$ cat src/rtl/i2cm_pkg.sv
package i2cm_pkg;
    typedef enum logic [1:0] {
        CMD_START = 2'd0,
        CMD_WRITE = 2'd1,
        CMD_READ  = 2'd2,
        CMD_STOP  = 2'd3
    } cmd_e;

    typedef enum logic [3:0] {
        S_IDLE, S_ST_REL, S_ST_HI, S_ST_LO,
        S_B_LO, S_RISE, S_B_HI, S_ACK_SET, S_ACK_W,
        S_SP_LO, S_SP_HI, S_SP_END
    } state_e;
endpackage

$ cat src/rtl/i2cm_sync.sv
module i2cm_sync #(
    parameter int W = 2
) (
    input  logic         clk,
    input  logic         rst_n,
    input  logic [W-1:0] din,
    output logic [W-1:0] dout
);
    logic [W-1:0] s1_q, s2_q;

    always_ff @(posedge clk or negedge rst_n) begin
        if (!rst_n) begin
            s1_q <= '1;
            s2_q <= '1;
        end else begin
            s1_q <= din;
            s2_q <= s1_q;
        end
    end

    assign dout = s2_q;
endmodule

$ cat src/rtl/i2cm_tick.sv
module i2cm_tick #(
    parameter int DIV = 4
) (
    input  logic clk,
    input  logic rst_n,
    input  logic clr,
    output logic tick
);
    localparam int CW = $clog2(DIV + 1);
    localparam logic [CW-1:0] LAST = CW'(DIV - 1);

    logic [CW-1:0] cnt_d, cnt_q;

    always_comb begin
        if (clr || cnt_q == LAST) cnt_d = '0;
        else                      cnt_d = cnt_q + 1'b1;
    end

    always_ff @(posedge clk or negedge rst_n) begin
        if (!rst_n) cnt_q <= '0;
        else        cnt_q <= cnt_d;
    end

    assign tick = (cnt_q == LAST);
endmodule

$ cat src/rtl/i2cm_engine.sv
module i2cm_engine
    import i2cm_pkg::*;
#(
    parameter int QTR_DIV     = 312,
    parameter int US_DIV      = 125,
    parameter int STRETCH_MAX = 1000,
    parameter int SETTLE_US   = 10,
    parameter int ACK_MAX     = 25000
) (
    input  logic       clk,
    input  logic       rst_n,
    input  logic       cmd_valid,
    input  logic [1:0] cmd,
    input  logic [7:0] wr_byte,
    input  logic       rd_nack,
    input  logic       hs_mode,
    input  logic       scl_s,
    input  logic       sda_s,
    output logic       scl_oe,
    output logic       sda_oe,
    output logic       busy,
    output logic       done,
    output logic [7:0] rd_byte,
    output logic       ack_err,
    output logic       stretch_err
);
    localparam int CMAX = (STRETCH_MAX > ACK_MAX) ?
                          ((STRETCH_MAX > SETTLE_US) ? STRETCH_MAX : SETTLE_US) :
                          ((ACK_MAX > SETTLE_US) ? ACK_MAX : SETTLE_US);
    localparam int UW = $clog2(CMAX + 2);
    localparam logic [UW-1:0] STR_LIM = UW'(STRETCH_MAX);
    localparam logic [UW-1:0] ACK_LIM = UW'(ACK_MAX);
    localparam logic [UW-1:0] SET_LIM = UW'(SETTLE_US - 1);

    typedef struct packed {
        state_e        st;
        state_e        ret;
        logic          chk;
        logic          scl_oe;
        logic          sda_oe;
        logic [7:0]    sr;
        logic [3:0]    bitn;
        logic          qc;
        logic [UW-1:0] uc;
        logic          wr_op;
        logic          nack;
        logic          done;
        logic          ack_err;
        logic          str_err;
    } eng_t;

    eng_t n, q;
    logic qtick, utick, clr;

    i2cm_tick #(.DIV(QTR_DIV)) u_qtick (.clk(clk), .rst_n(rst_n), .clr(clr), .tick(qtick));
    i2cm_tick #(.DIV(US_DIV))  u_utick (.clk(clk), .rst_n(rst_n), .clr(clr), .tick(utick));

    always_comb begin
        n      = q;
        n.done = 1'b0;
        if (qtick) n.qc = ~q.qc;
        unique case (q.st)
            S_IDLE: if (cmd_valid) begin
                n.ack_err = 1'b0;
                n.str_err = 1'b0;
                n.nack    = rd_nack;
                n.bitn    = '0;
                case (cmd_e'(cmd))
                    CMD_START: begin n.sda_oe = 1'b0; n.st = S_ST_REL; end
                    CMD_WRITE: begin n.sr = wr_byte; n.wr_op = 1'b1; n.scl_oe = 1'b1; n.st = S_B_LO; end
                    CMD_READ:  begin n.sr = '0; n.wr_op = 1'b0; n.scl_oe = 1'b1; n.st = S_B_LO; end
                    default:   begin n.scl_oe = 1'b1; n.st = S_SP_LO; end
                endcase
            end
            S_ST_REL: if (qtick && q.qc) begin
                n.scl_oe = 1'b0;
                n.chk    = !hs_mode;
                n.ret    = S_ST_HI;
                n.st     = S_RISE;
            end
            S_ST_HI: if (qtick && q.qc) begin
                n.sda_oe = 1'b1;
                n.st     = S_ST_LO;
            end
            S_ST_LO: if (qtick && q.qc) begin
                n.scl_oe = 1'b1;
                n.done   = 1'b1;
                n.st     = S_IDLE;
            end
            S_B_LO: if (qtick) begin
                if (!q.qc) begin
                    if (q.bitn[3]) n.sda_oe = q.wr_op ? 1'b0 : !q.nack;
                    else           n.sda_oe = q.wr_op ? !q.sr[7] : 1'b0;
                end else begin
                    n.scl_oe = 1'b0;
                    n.chk    = !hs_mode || q.bitn[3];
                    n.ret    = (q.bitn[3] && q.wr_op) ? S_ACK_SET : S_B_HI;
                    n.st     = S_RISE;
                end
            end
            S_RISE: begin
                if (!q.chk || scl_s) begin
                    n.st = q.ret;
                end else if (utick) begin
                    if (q.uc >= STR_LIM) begin
                        n.scl_oe  = 1'b0;
                        n.sda_oe  = 1'b0;
                        n.str_err = 1'b1;
                        n.done    = 1'b1;
                        n.st      = S_IDLE;
                    end else begin
                        n.uc = q.uc + 1'b1;
                    end
                end
            end
            S_B_HI: if (qtick && q.qc) begin
                n.scl_oe = 1'b1;
                if (!q.bitn[3]) begin
                    n.sr   = {q.sr[6:0], sda_s};
                    n.bitn = q.bitn + 4'd1;
                    n.st   = S_B_LO;
                end else begin
                    n.done = 1'b1;
                    n.st   = S_IDLE;
                end
            end
            S_ACK_SET: if (utick) begin
                if (q.uc >= SET_LIM) n.st = S_ACK_W;
                else                 n.uc = q.uc + 1'b1;
            end
            S_ACK_W: begin
                if (!sda_s) begin
                    n.scl_oe = 1'b1;
                    n.done   = 1'b1;
                    n.st     = S_IDLE;
                end else if (utick) begin
                    if (q.uc >= ACK_LIM) begin
                        n.ack_err = 1'b1;
                        n.scl_oe  = 1'b1;
                        n.st      = S_SP_LO;
                    end else begin
                        n.uc = q.uc + 1'b1;
                    end
                end
            end
            S_SP_LO: if (qtick) begin
                if (!q.qc) begin
                    n.sda_oe = 1'b1;
                end else begin
                    n.scl_oe = 1'b0;
                    n.chk    = !hs_mode;
                    n.ret    = S_SP_HI;
                    n.st     = S_RISE;
                end
            end
            S_SP_HI: if (qtick && q.qc) begin
                n.sda_oe = 1'b0;
                n.st     = S_SP_END;
            end
            S_SP_END: if (qtick && q.qc) begin
                n.done = 1'b1;
                n.st   = S_IDLE;
            end
            default: n.st = S_IDLE;
        endcase
        if (n.st != q.st) begin
            n.qc = 1'b0;
            n.uc = '0;
        end
    end

    assign clr = (n.st != q.st);

    always_ff @(posedge clk or negedge rst_n) begin
        if (!rst_n) q <= '0;
        else        q <= n;
    end

    assign scl_oe      = q.scl_oe;
    assign sda_oe      = q.sda_oe;
    assign busy        = (q.st != S_IDLE);
    assign done        = q.done;
    assign rd_byte     = q.sr;
    assign ack_err     = q.ack_err;
    assign stretch_err = q.str_err;


    high_wait_chk: assert property (@(posedge clk) disable iff (!rst_n)
        (q.st == S_RISE && q.chk && !scl_s) |=> (q.st == S_RISE || q.str_err));


    stretch_bound_chk: assert property (@(posedge clk) disable iff (!rst_n)
        (q.st == S_RISE) |-> (q.uc <= STR_LIM));


    stretch_done_chk: assert property (@(posedge clk) disable iff (!rst_n)
        $rose(q.str_err) |-> (q.done && !q.scl_oe && !q.sda_oe));


    ack_stop_chk: assert property (@(posedge clk) disable iff (!rst_n)
        $rose(q.ack_err) |-> (q.st == S_SP_LO && q.scl_oe));


    hs_skip_chk: assert property (@(posedge clk) disable iff (!rst_n)
        (q.st == S_RISE && !q.chk) |=> (q.st != S_RISE));


    sda_low_only_chk: assert property (@(posedge clk) disable iff (!rst_n)
        ((q.sda_oe != $past(q.sda_oe)) &&
         ($past(q.st) == S_B_LO || $past(q.st) == S_B_HI || $past(q.st) == S_ACK_W))
        |-> $past(q.scl_oe));
endmodule

$ cat src/rtl/i2c_stretch_master.sv
module i2c_stretch_master #(
    parameter int QTR_DIV     = 312,
    parameter int US_DIV      = 125,
    parameter int STRETCH_MAX = 1000,
    parameter int SETTLE_US   = 10,
    parameter int ACK_MAX     = 25000
) (
    input  logic       clk,
    input  logic       rst_n,
    input  logic       cmd_valid,
    input  logic [1:0] cmd,
    input  logic [7:0] wr_byte,
    input  logic       rd_nack,
    input  logic       hs_mode,
    input  logic       scl_i,
    input  logic       sda_i,
    output logic       scl_oe,
    output logic       sda_oe,
    output logic       busy,
    output logic       done,
    output logic [7:0] rd_byte,
    output logic       ack_err,
    output logic       stretch_err
);
    logic [1:0] line_s;

    i2cm_sync #(.W(2)) u_sync (
        .clk(clk), .rst_n(rst_n), .din({scl_i, sda_i}), .dout(line_s)
    );

    i2cm_engine #(
        .QTR_DIV(QTR_DIV), .US_DIV(US_DIV), .STRETCH_MAX(STRETCH_MAX),
        .SETTLE_US(SETTLE_US), .ACK_MAX(ACK_MAX)
    ) u_eng (
        .clk(clk), .rst_n(rst_n), .cmd_valid(cmd_valid), .cmd(cmd),
        .wr_byte(wr_byte), .rd_nack(rd_nack), .hs_mode(hs_mode),
        .scl_s(line_s[1]), .sda_s(line_s[0]),
        .scl_oe(scl_oe), .sda_oe(sda_oe), .busy(busy), .done(done),
        .rd_byte(rd_byte), .ack_err(ack_err), .stretch_err(stretch_err)
    );
endmodule

$ cat config.mk
export PLATFORM = sky130hd
export DESIGN_NAME = i2c_stretch_master
export DESIGN_NICKNAME = d
export VERILOG_FILES = /design/src/rtl/i2cm_pkg.sv /design/src/rtl/i2cm_sync.sv /design/src/rtl/i2cm_tick.sv /design/src/rtl/i2cm_engine.sv /design/src/rtl/i2c_stretch_master.sv
export SDC_FILE = /design/constraint.sdc
export NUM_CORES = 1
export LEC_CHECK = 0
export CORE_MARGIN = 2
export CORE_UTILIZATION = 35
export DETAILED_ROUTE_END_ITERATION = 12
export DONT_BUFFER_PORTS = 1
export PLACE_DENSITY = 0.58
export SLEW_MARGIN = 20
export SYNTH_ARGS = -nofsm -noshare
export SYNTH_HDL_FRONTEND = slang
export SYNTH_HIERARCHICAL = 1
export SYNTH_SLANG_ARGS = --single-unit
export TNS_END_PERCENT = 10
$ cat constraint.sdc
create_clock -name clk -period 9.46 [get_ports clk]
set_input_delay 1.892 -clock clk [delete_from_list [all_inputs] [get_ports clk]]
set_output_delay 1.892 -clock clk [all_outputs]
set_load 0.05 [all_outputs]
==> flow_summary.yaml, run 1 <==
run_status:
  status: "completed"
timing:
  setup_slack_ns: 5.39
  final-hold-violation-count: 0
  max_freq_ghz: 0.246
  finalMaxSlewViolations: 0
  fin_skew_ns: 0.00724
  worst_slew_pin_slew_ns: 0.972
  fin_crit_ns: 4.07
  finalCritPeriodShare_pct: 43.0
  setup_tns_ns: 0
  rsz0062_at_grt: "no"
  slew_headroom_pct: 34.7
  setup_viol: 0
setup_path:
  r2r_slack_ns: 5.77
  crit_chain: "inv_1 -> ha_1 -> nand3b_1 -> o2111ai_1 -> or4b_1 -> mux2i_4 -> or2_1 -> inv_1 -> o31ai_4 -> nor2_1"
  critPathSlowestCell: "or4b_1"
  critPathLaunchType: "input pin"
  critPathArrivalTime_ns: 4.27
  worst_r2r_path_depth: 13
  r2r_start: "u_eng/u_qtick/cnt_q[0]$_DFF_PN0_"
  crit_path_frequent_cell: "inv_1"
  cpPeakStageDelay_ns: 0.59
  required_ns: 9.66
  r2r_end: "u_eng/u_qtick/cnt_q[3]$_DFF_PN0_"
  worstSetupPathType: "in -> reg"
  crit_start: "cmd[0]"
  cp_max_fo: 17
  cp-end-kind: "flip-flop"
power:
  leakage_nw: 1.69
  p_total_mw: 1.06
  sequentialPowerShare_pct: 41.7
  p_clk_share_pct: 29.1
  swShare_pct: 41.4
  ir_drop_v: 0.000159
  internal_power_mw: 0.622
  p_switching_mw: 0.440
  combinationalPowerShare_pct: 29.2
  power.density_nw_per_um2: 248
detailed_routing:
  drt_wl_total_mm: 9.01
  antenna_violating_nets_post_route: 0
  drc: 0
  wl_per_cell_um: 16.1
  num_vias: 3157
  drt-initial-drc-count: 222
  via_per_inst: 5.64
  first_pass_iters: 4
synthesis:
  yosysTopAreaCell: "dfrtp_1"
  synthFlopType: "dfrtp_1"
  synth_area_um2: 3990
  synth_seq_cells: 64
  ys_seq_area_share_pct: 40.3
  synth.area.top_cells: "dfrtp_1, ha_1, nand2_1"
  syn_inst: 433
  yosys.area_share.adder_pct: 3.45
  synth_top_area_share_pct: 37.6
  syn-num-nets: 461
  synth_xor_area_share_pct: 1.98
  synth_edf_count: 0
  synth_top_family_by_area: "simple AND/OR/NAND/NOR gates"
  synth-compound-area-share_pct: 22.4
  async_flop_share_pct: 100
  ys_warn_count: 6
  post_synth_num_cell_types: 75
  syn_area_per_cell_um2: 9.21
  yosys.area_share.simple_pct: 23.1
  synth.area.mux_share_pct: 1.94
floorplan:
  initial_core_util_pct: 36.3
  ioPinCount: 31
  die_h_um: 111
  num_rows: 38
  dieWidth_um: 111
  dieArea_um2: 12300
  coreArea_um2: 11000
global_routing:
  grtUsageMet3_pct: 4.16
  antenna_found_initial: 0
  grt_max_degree: 65
  grt_pass1_vias: 2952
  grt.met1_usage_pct: 20.8
  met2_usage_pct: 23.1
  gr-total-overflow: 0
  track_usage_pct: 15.2
  grt_pass1_wl_mm: 15.2
  grt_busiest_layer: "met2"
cells_and_area:
  final_common_cell: "dfrtp_1"
  diodes: 0
  layout-drive-gt1-share_pct: 11.7
  layoutNonFillerInstCount: 560
  n_fill_cell: 1071
  syn2layout_area_growth_pct: 7.49
  finalNetCount: 443
  layout_common_cells: "dfrtp_1, nand2_1, nor2_1"
  final_util_pct: 39.1
placed_design:
  gp_congestion: 0.931
  place_hpwl_mm: 6.21
  port-buffer-count: 0
  dp.cells: 544
  dpl_worst_slack_ns: 5.04
hold_path:
  hp-start: "u_sync/s1_q[0]$_DFF_PN1_"
  hold_end: "u_sync/dout[0]$_DFF_PN1_"
  holdPathStages: 0
  hp-class: "reg -> reg"
clock_tree:
  cts_max_level: 3
  ctsHoldBuffers: 0
  cts_buffer_depth: 2
  cts_resized: 0
  path_clk_slew_ns: 0.05
  cts_made_buffers: 9
  post-cts-setup-buffer-count: 0
  clock_latency_ns: 0.33
  cts_tree: "built"
  cts-root-buf: "clkbuf_16"
  clock_sinks: 64
job:
  drv_cap: 0
[area by class of cell]
cell class | instances | area (um^2) | share of cell area, %
inverter | 25 | 93.8 | 2.19
sequential | 64 | 1610 | 37.5
clock buffer | 16 | 282 | 6.56
timing repair buffer | 3 | 22.5 | 0.525
multi-input combinational | 312 | 2110 | 49.2
tap | 140 | 175 | 4.08
[flip-flops by register name (all words and copies together), names as in the netlist, 2 cells and up]
name and count:
u_eng/u_utick/cnt_q 7, u_sync/s1_q 2, u_sync/dout 2, u_eng/q 31, u_eng/rd_byte 8, u_eng/u_qtick/cnt_q 9
[Yosys cell counts (3+ instances only)]
library cell	number
nand2_1	35
buf_4	11
nand3_1	19
nor2b_1	6
nor3_1	11
a211oi_2	7
buf_2	9
a211oi_1	9
and3_1	4
o21ai_0	25
or3_1	10
nand4_1	5
ha_1	11
xnor2_1	5
dfstp_2	4
a22oi_1	11
o211ai_1	5
a21oi_1	19
clkbuf_1	11
a211o_1	4
dfrtp_1	60
a31oi_1	3
xor2_1	4
inv_1	25
o2111ai_1	3
nand2b_1	4
o31ai_1	12
nor2_1	31
or4_1	11
mux2_2	4
[stage by stage]
stage / hold slack [ns] / area (um^2)
floorplan: 0.345 / 3990
CTS: 0.350 / 4290
global placement: 0.347 / 4010
detailed placement: 0.347 / 4010
finish: 0.352 / 4290
global route: 0.350 / 4290
[worst max-delay path by stage]
stage | endpoint | cells after the start
2_1_floorplan | u_eng/u_utick/cnt_q[5]$_DFF_PN0_ | 9
3_3_place_gp | u_eng/u_qtick/cnt_q[3]$_DFF_PN0_ | 10
3_5_place_dp | u_eng/u_qtick/cnt_q[5]$_DFF_PN0_ | 10
4_1_cts | u_eng/u_qtick/cnt_q[5]$_DFF_PN0_ | 10
5_1_grt | u_eng/u_qtick/cnt_q[7]$_DFF_PN0_ | 10
6_report | u_eng/u_qtick/cnt_q[3]$_DFF_PN0_ | 10
[cell families (layout without fill, tap and decap cells)]
group / Yosys count / in the layout
AND/OR/NAND/NOR: 164 / 164
AO/OA/AOI/OAI: 122 / 122
flip-flops: 64 / 64
buffers and inverters: 57 / 44
adder cells (fa/ha/maj): 11 / 11
XOR/XNOR: 9 / 9
multiplexers: 6 / 6
[per-layer routing]
| metal | vias up | part of all wire (%) |
|---|---|---|
| met5 | - | 0 |
| met4 | 0 | 1.7 |
| met3 | 14 | 5.1 |
| met2 | 84 | 46 |
| met1 | 1502 | 47 |
| li1 | 1557 | - |
[critical path, delay by kind of cell]
family / cells / cell delay [ns]
buffers and inverters: 2 / 0.14
adders and majority gates: 1 / 0.28
AOI/OAI and AO/OA: 2 / 0.26
muxes: 1 / 0.58
and+or+nand+nor: 4 / 1.11
[power by group through the flow]
stage | Sequential [mW] | Combinational (mW) | Clock, mW
floorplan | 0.346 | 0.379 | 0
global placement | 0.447 | 0.306 | 0
detailed placement | 0.448 | 0.311 | 0
CTS | 0.443 | 0.311 | 0.319
global route | 0.451 | 0.351 | 0.333
finish | 0.443 | 0.310 | 0.309
Power figures use the tool's default switching activity.
==> inputs of run 2 (changes only) <==
--- a/config.mk
+++ b/config.mk
@@ -9,7 +9,7 @@
 export CORE_UTILIZATION = 35
 export DETAILED_ROUTE_END_ITERATION = 12
 export DONT_BUFFER_PORTS = 1
-export PLACE_DENSITY = 0.58
+export PLACE_DENSITY = 0.6
 export SLEW_MARGIN = 20
 export SYNTH_ARGS = -nofsm -noshare
 export SYNTH_HDL_FRONTEND = slang
==> constraint.sdc (replaced) <==
create_clock -name clk -period 3.5 [get_ports clk]
set_input_delay 0.7 -clock clk [delete_from_list [all_inputs] [get_ports clk]]
set_output_delay 0.7 -clock clk [all_outputs]
set_load 0.05 [all_outputs]
==> flow_summary.yaml, run 2 (synthesis gave the netlist of run 1 again) <==
global_routing:
  grtUsageMet3_pct: 4.05
  antenna_found_initial: 0
  grt_busiest_layer: "met2"
  grt_pass1_vias: 3087
  grt.met1_usage_pct: 20.5
  grt_max_degree: 65
  track_usage_pct: 15.2
  gr-total-overflow: 0
  met2_usage_pct: 22.8
  grt_pass1_wl_mm: 15.4
cells_and_area:
  final_common_cell: "dfrtp_1"
  layout-drive-gt1-share_pct: 13.2
  finalNetCount: 447
  final_util_pct: 39.2
  finalInstanceArea_um2: 4300
  layoutNonFillerInstCount: 564
  diodes: 0
  regMostFlops: "u_eng/q"
  layout_common_cells: "dfrtp_1, nand2_1, nor2_1"
  syn2layout_area_growth_pct: 7.87
  largest_reg_flops: 31
timing:
  whs_ns: 0.0702
  setup_tns_ns: 0
  setup_viol: 0
  setup_slack_ns: 0.353
  max_freq_ghz: 0.318
  finalMaxSlewViolations: 0
  worst_slew_pin_slew_ns: 0.958
  slew_headroom_pct: 35.6
  fin_crit_ns: 3.15
  rsz0062_at_grt: "no"
  final-hold-violation-count: 0
  fin_skew_ns: 0.00764
  finalCritPeriodShare_pct: 89.9
placed_design:
  dp.cells: 548
  port-buffer-count: 0
  place_hpwl_mm: 6.25
  gp_congestion: 0.893
  dpl_worst_slack_ns: 0.340
  placed_cell_area_um2: 4040
clock_tree:
  cts_max_level: 3
  post-cts-setup-buffer-count: 0
  ctsHoldBuffers: 0
  cts_resized: 0
  cts_made_buffers: 9
  cts_buffer_depth: 2
  clock_latency_ns: 0.33
  clock_sinks: 64
  cts-root-buf: "clkbuf_16"
  cts_tree: "built"
  path_clk_slew_ns: 0.06
detailed_routing:
  drt_wl_total_mm: 8.98
  wl_per_cell_um: 15.9
  drc: 0
  num_vias: 3216
  antenna_violating_nets_post_route: 0
  drt-initial-drc-count: 245
  first_pass_iters: 4
  via_per_inst: 5.70
setup_path:
  required_ns: 3.75
  critPathArrivalTime_ns: 3.40
  worstSetupPathType: "reg -> reg"
  cp-end-kind: "flip-flop"
  r2r_slack_ns: 0.35
  worst_r2r_path_depth: 12
  critPathLaunchType: "flip-flop"
  cp_max_fo: 12
power:
  power.density_nw_per_um2: 670
  ir_drop_v: 0.000389
  leakage_nw: 1.70
  p_total_mw: 2.88
run_status:
  status: "completed"
floorplan:
  dieWidth_um: 111
  die_h_um: 111
  coreArea_um2: 11000
  initial_core_util_pct: 36.3
  ioPinCount: 31
  dieArea_um2: 12300
  num_rows: 38
hold_path:
  hp-class: "in -> async"
job:
  drv_cap: 0
-- run 2: cell types whose count changed in the layout (fill, tap and decap cells not counted) --
cell / before / now
buf_4: 3 / 7
clkbuf_8: 3 / 0
clkbuf_1: 4 / 1
clkinv_2: 0 / 3
clkinvlp_4: 0 / 3
-- run 2: report_power, final --
| part | switching (mW) | leakage [nW] | internal [mW] | total [mW] |
|---|---|---|---|---|
| Clock | 0.334 | 0.124 | 0.475 | 0.808 |
| Sequential | 0.342 | 0.854 | 0.840 | 1.18 |
| Combinational | 0.563 | 0.721 | 0.330 | 0.893 |
| Total | 1.24 | 1.70 | 1.64 | 2.88 |
-- run 2: area by class of cell --
cell class	instances	area (um^2)
Clock buffer	10	229
Clock inverter	6	37.5
Fill cell	1066	6680
Inverter	25	93.8
Multi-Input combinational cell	312	2110
Sequential cell	64	1610
Tap cell	140	175
Timing Repair Buffer	7	52.6
-- run 2: final timing paths --
path                                                    end                        startpoint
hold reg to reg                    u_sync/dout[0]$_DFF_PN1_          u_sync/s1_q[0]$_DFF_PN1_
hold / removal                        u_eng/q[42]$_DFF_PN0_                             rst_n
min in group clk                   u_sync/dout[0]$_DFF_PN1_          u_sync/s1_q[0]$_DFF_PN1_
setup reg to reg           u_eng/u_utick/cnt_q[4]$_DFF_PN0_  u_eng/u_qtick/cnt_q[0]$_DFF_PN0_
setup / recovery           u_eng/u_utick/cnt_q[4]$_DFF_PN0_  u_eng/u_qtick/cnt_q[0]$_DFF_PN0_
max in group asynchronous          u_sync/dout[1]$_DFF_PN1_                             rst_n
-- run 2: critical path: stages (launching register included) --
cell and delay (ns):
dfrtp_1 0.40, ha_1 0.26, nand4_2 0.16, nor3_1 0.09
buf_4 0.19, and2_0 0.24, nand3_1 0.13, o2111ai_1 0.11
or4b_1 0.58, mux2i_4 0.22, or2_1 0.31, a31o_4 0.27
nor2_1 0.11
-- run 2: per-layer routing --
layer | part of all wire (%) | wire length (um) | up-vias
met5 | 0 | 0 | -
met4 | 2.4 | 213 | 0
met3 | 5.2 | 466 | 18
met2 | 46 | 4150 | 82
met1 | 46 | 4150 | 1550
li1 | - | - | 1566
==> inputs of run 3 (changes only) <==
--- a/config.mk
+++ b/config.mk
@@ -7,12 +7,12 @@
 export LEC_CHECK = 0
 export CORE_MARGIN = 2
 export CORE_UTILIZATION = 35
+export CTS_BUF_LIST = sky130_fd_sc_hd__clkbuf_8
 export DETAILED_ROUTE_END_ITERATION = 12
 export DONT_BUFFER_PORTS = 1
 export PLACE_DENSITY = 0.6
 export SLEW_MARGIN = 20
 export SYNTH_ARGS = -nofsm -noshare
 export SYNTH_HDL_FRONTEND = slang
-export SYNTH_HIERARCHICAL = 1
 export SYNTH_SLANG_ARGS = --single-unit
 export TNS_END_PERCENT = 10
==> flow_summary.yaml, run 3 <==
power:
  power.density_nw_per_um2: 675
  leakage_nw: 1.63
  p_total_mw: 2.66
  ir_drop_v: 0.000329
global_routing:
  grt_max_degree: 65
  gr-total-overflow: 0
  grt_pass1_wl_mm: 13.7
  track_usage_pct: 15.1
  antenna_found_initial: 0
  grt_pass1_vias: 2751
synthesis:
  synth_edf_count: 0
  yosysTopAreaCell: "dfrtp_1"
  synth_seq_cells: 64
  synth_area_um2: 3690
  synth_common_cells: "dfrtp_1, nand2_1, nor2_1"
  post_synth_num_cell_types: 56
  ys_seq_area_share_pct: 43.6
  synth_top_area_share_pct: 40.7
  synth.area.top_cells: "dfrtp_1, nand2_1, nor3_1"
  ys_warn_count: 0
  async_flop_share_pct: 100
  synthFlopType: "dfrtp_1"
  synth_most_common_cell: "dfrtp_1"
  syn-num-nets: 436
  syn_inst: 409
  syn_area_per_cell_um2: 9.02
timing:
  whs_ns: 0.0472
  setup_viol: 0
  slew_headroom_pct: 46.7
  finalCritPeriodShare_pct: 82.7
  fin_skew_ns: 0.00897
  worst_slew_pin_slew_ns: 0.796
  max_freq_ghz: 0.345
  fin_crit_ns: 2.90
  finalMaxSlewViolations: 0
  setup_tns_ns: 0
  rsz0062_at_grt: "no"
  final-hold-violation-count: 0
clock_tree:
  cts_made_buffers: 9
  clock_latency_ns: 0.34
  ctsHoldBuffers: 0
  post-cts-setup-buffer-count: 0
  cts_buffer_depth: 2
  cts_resized: 0
  path_clk_slew_ns: 0.07
  cts-root-buf: "clkbuf_8"
  cts_tree: "built"
  clock_sinks: 64
  cts_max_level: 3
setup_path:
  critPathSlowestCell: "dfrtp_1"
  cp_max_fo: 19
  crit_chain: "nor4b_1 -> nand2_1 -> a221o_1 -> or4_1 -> nor3_2 -> xnor2_1 -> nor3_2"
  critPathLaunchType: "flip-flop"
  worstSetupPathType: "reg -> reg"
  cpPeakStageDelay_ns: 0.68
  path_buf_inv: 0
  critPathTopFamily: "simple AND/OR/NAND/NOR gates"
  critPathArrivalTime_ns: 3.11
  required_ns: 3.72
  cp-end-kind: "flip-flop"
  crit_path_frequent_cell: "nor3_2"
cells_and_area:
  layout_common_cells: "dfrtp_1, nand2_1, nor2_1"
  largest_reg_flops: 31
  n_fill_cell: 1040
  seqCellArea_um2: 1610
  layout-drive-gt1-share_pct: 9.98
  final_util_pct: 38.4
  multi_input_area_um2: 1890
  diodes: 0
  finalInstanceArea_um2: 3950
  regMostFlops: "u_eng.q"
  final_common_cell: "dfrtp_1"
  syn2layout_area_growth_pct: 6.99
  finalNetCount: 423
floorplan:
  ioPinCount: 31
  num_rows: 37
  die_h_um: 107
  dieArea_um2: 11400
  initial_core_util_pct: 35.9
  dieWidth_um: 107
  coreArea_um2: 10300
placed_design:
  place_hpwl_mm: 5.57
  port-buffer-count: 0
  placed_cell_area_um2: 3750
  gp_congestion: 0.817
detailed_routing:
  drc: 0
  drt_wl_total_mm: 8.04
  first_pass_iters: 4
  via_per_inst: 5.32
  num_vias: 2855
  antenna_violating_nets_post_route: 0
  wl_per_cell_um: 15.0
  drt-initial-drc-count: 122
run_status:
  status: "completed"
hold_path:
  hp-class: "in -> async"
job:
  drv_cap: 0
-- run 3: worst paths after layout --
kind	start	end	slack [ns]	cells past startpoint
worst max-delay path	u_eng.q[43]$_DFF_PN0_	u_eng.q[14]$_DFFE_PN0P_	0.60	7
worst min-delay path	rst_n	u_eng.rd_byte[4]$_DFFE_PN0P_	0.05	0
worst max register to register	u_eng.q[43]$_DFF_PN0_	u_eng.q[14]$_DFFE_PN0P_	0.60	7
worst min register to register	u_sync.s1_q[1]$_DFF_PN1_	u_sync.dout[1]$_DFF_PN1_	0.36	0
max in group asynchronous	rst_n	u_sync.dout[0]$_DFF_PN1_	3.27	0
min in group clk	scl_i	u_sync.s1_q[1]$_DFF_PN1_	0.35	0
-- run 3: routing by layer --
| metal | GRT usage (%) | vias to the layer above | share of wire (%) |
|---|---|---|---|
| li1 | - | 1420 | - |
| met1 | 20.8 | 1369 | 48 |
| met2 | 22.9 | 54 | 47 |
| met3 | 3.89 | 12 | 3.9 |
| met4 | 5.47 | 0 | 1.6 |
| met5 | 0 | - | 0 |
-- run 3: layout make-up --
| cell class | instances | area share, % |
|---|---|---|
| Clock buffer | 12 | 4.19 |
| Clock inverter | 4 | 0.698 |
| Inverter | 11 | 1.05 |
| Multi-Input combinational cell | 304 | 47.9 |
| Sequential cell | 64 | 40.7 |
| Tap cell | 136 | 4.31 |
| Timing Repair Buffer | 6 | 1.14 |
-- run 3: power by group --
| group | internal [mW] | switching, mW | leakage [nW] | total (mW) |
|---|---|---|---|---|
| Clock | 0.314 | 0.294 | 0.0906 | 0.608 |
| Combinational | 0.293 | 0.606 | 0.689 | 0.899 |
| Sequential | 0.838 | 0.317 | 0.850 | 1.15 |
-- run 3: kinds of logic after synthesis --
| group | count (synthesis) | synth area share (%) |
|---|---|---|
| AO/OA/AOI/OAI | 71 | 12.5 |
| XOR/XNOR | 29 | 6.89 |
| adder cells (fa/ha/maj) | 10 | 3.39 |
| buffers and inverters | 41 | 5.40 |
| flip-flops | 64 | 43.6 |
| multiplexers | 4 | 1.15 |
| AND/OR/NAND/NOR | 190 | 27.1 |
-- run 3: worst reg2reg max path, cell delays in order (launching register included) --
cell	delay, ns
dfrtp_1	0.68
nor4b_1	0.54
nand2_1	0.17
a221o_1	0.37
or4_1	0.59
nor3_2	0.22
xnor2_1	0.16
nor3_2	0.05
-- run 3: stage by stage --
step	std cells	setup WS, ns
after floorplan	409	0.941
after global placement	521	0.761
after detailed placement	521	0.679
after CTS	537	0.667
after global routing	537	0.342
final	537	0.604
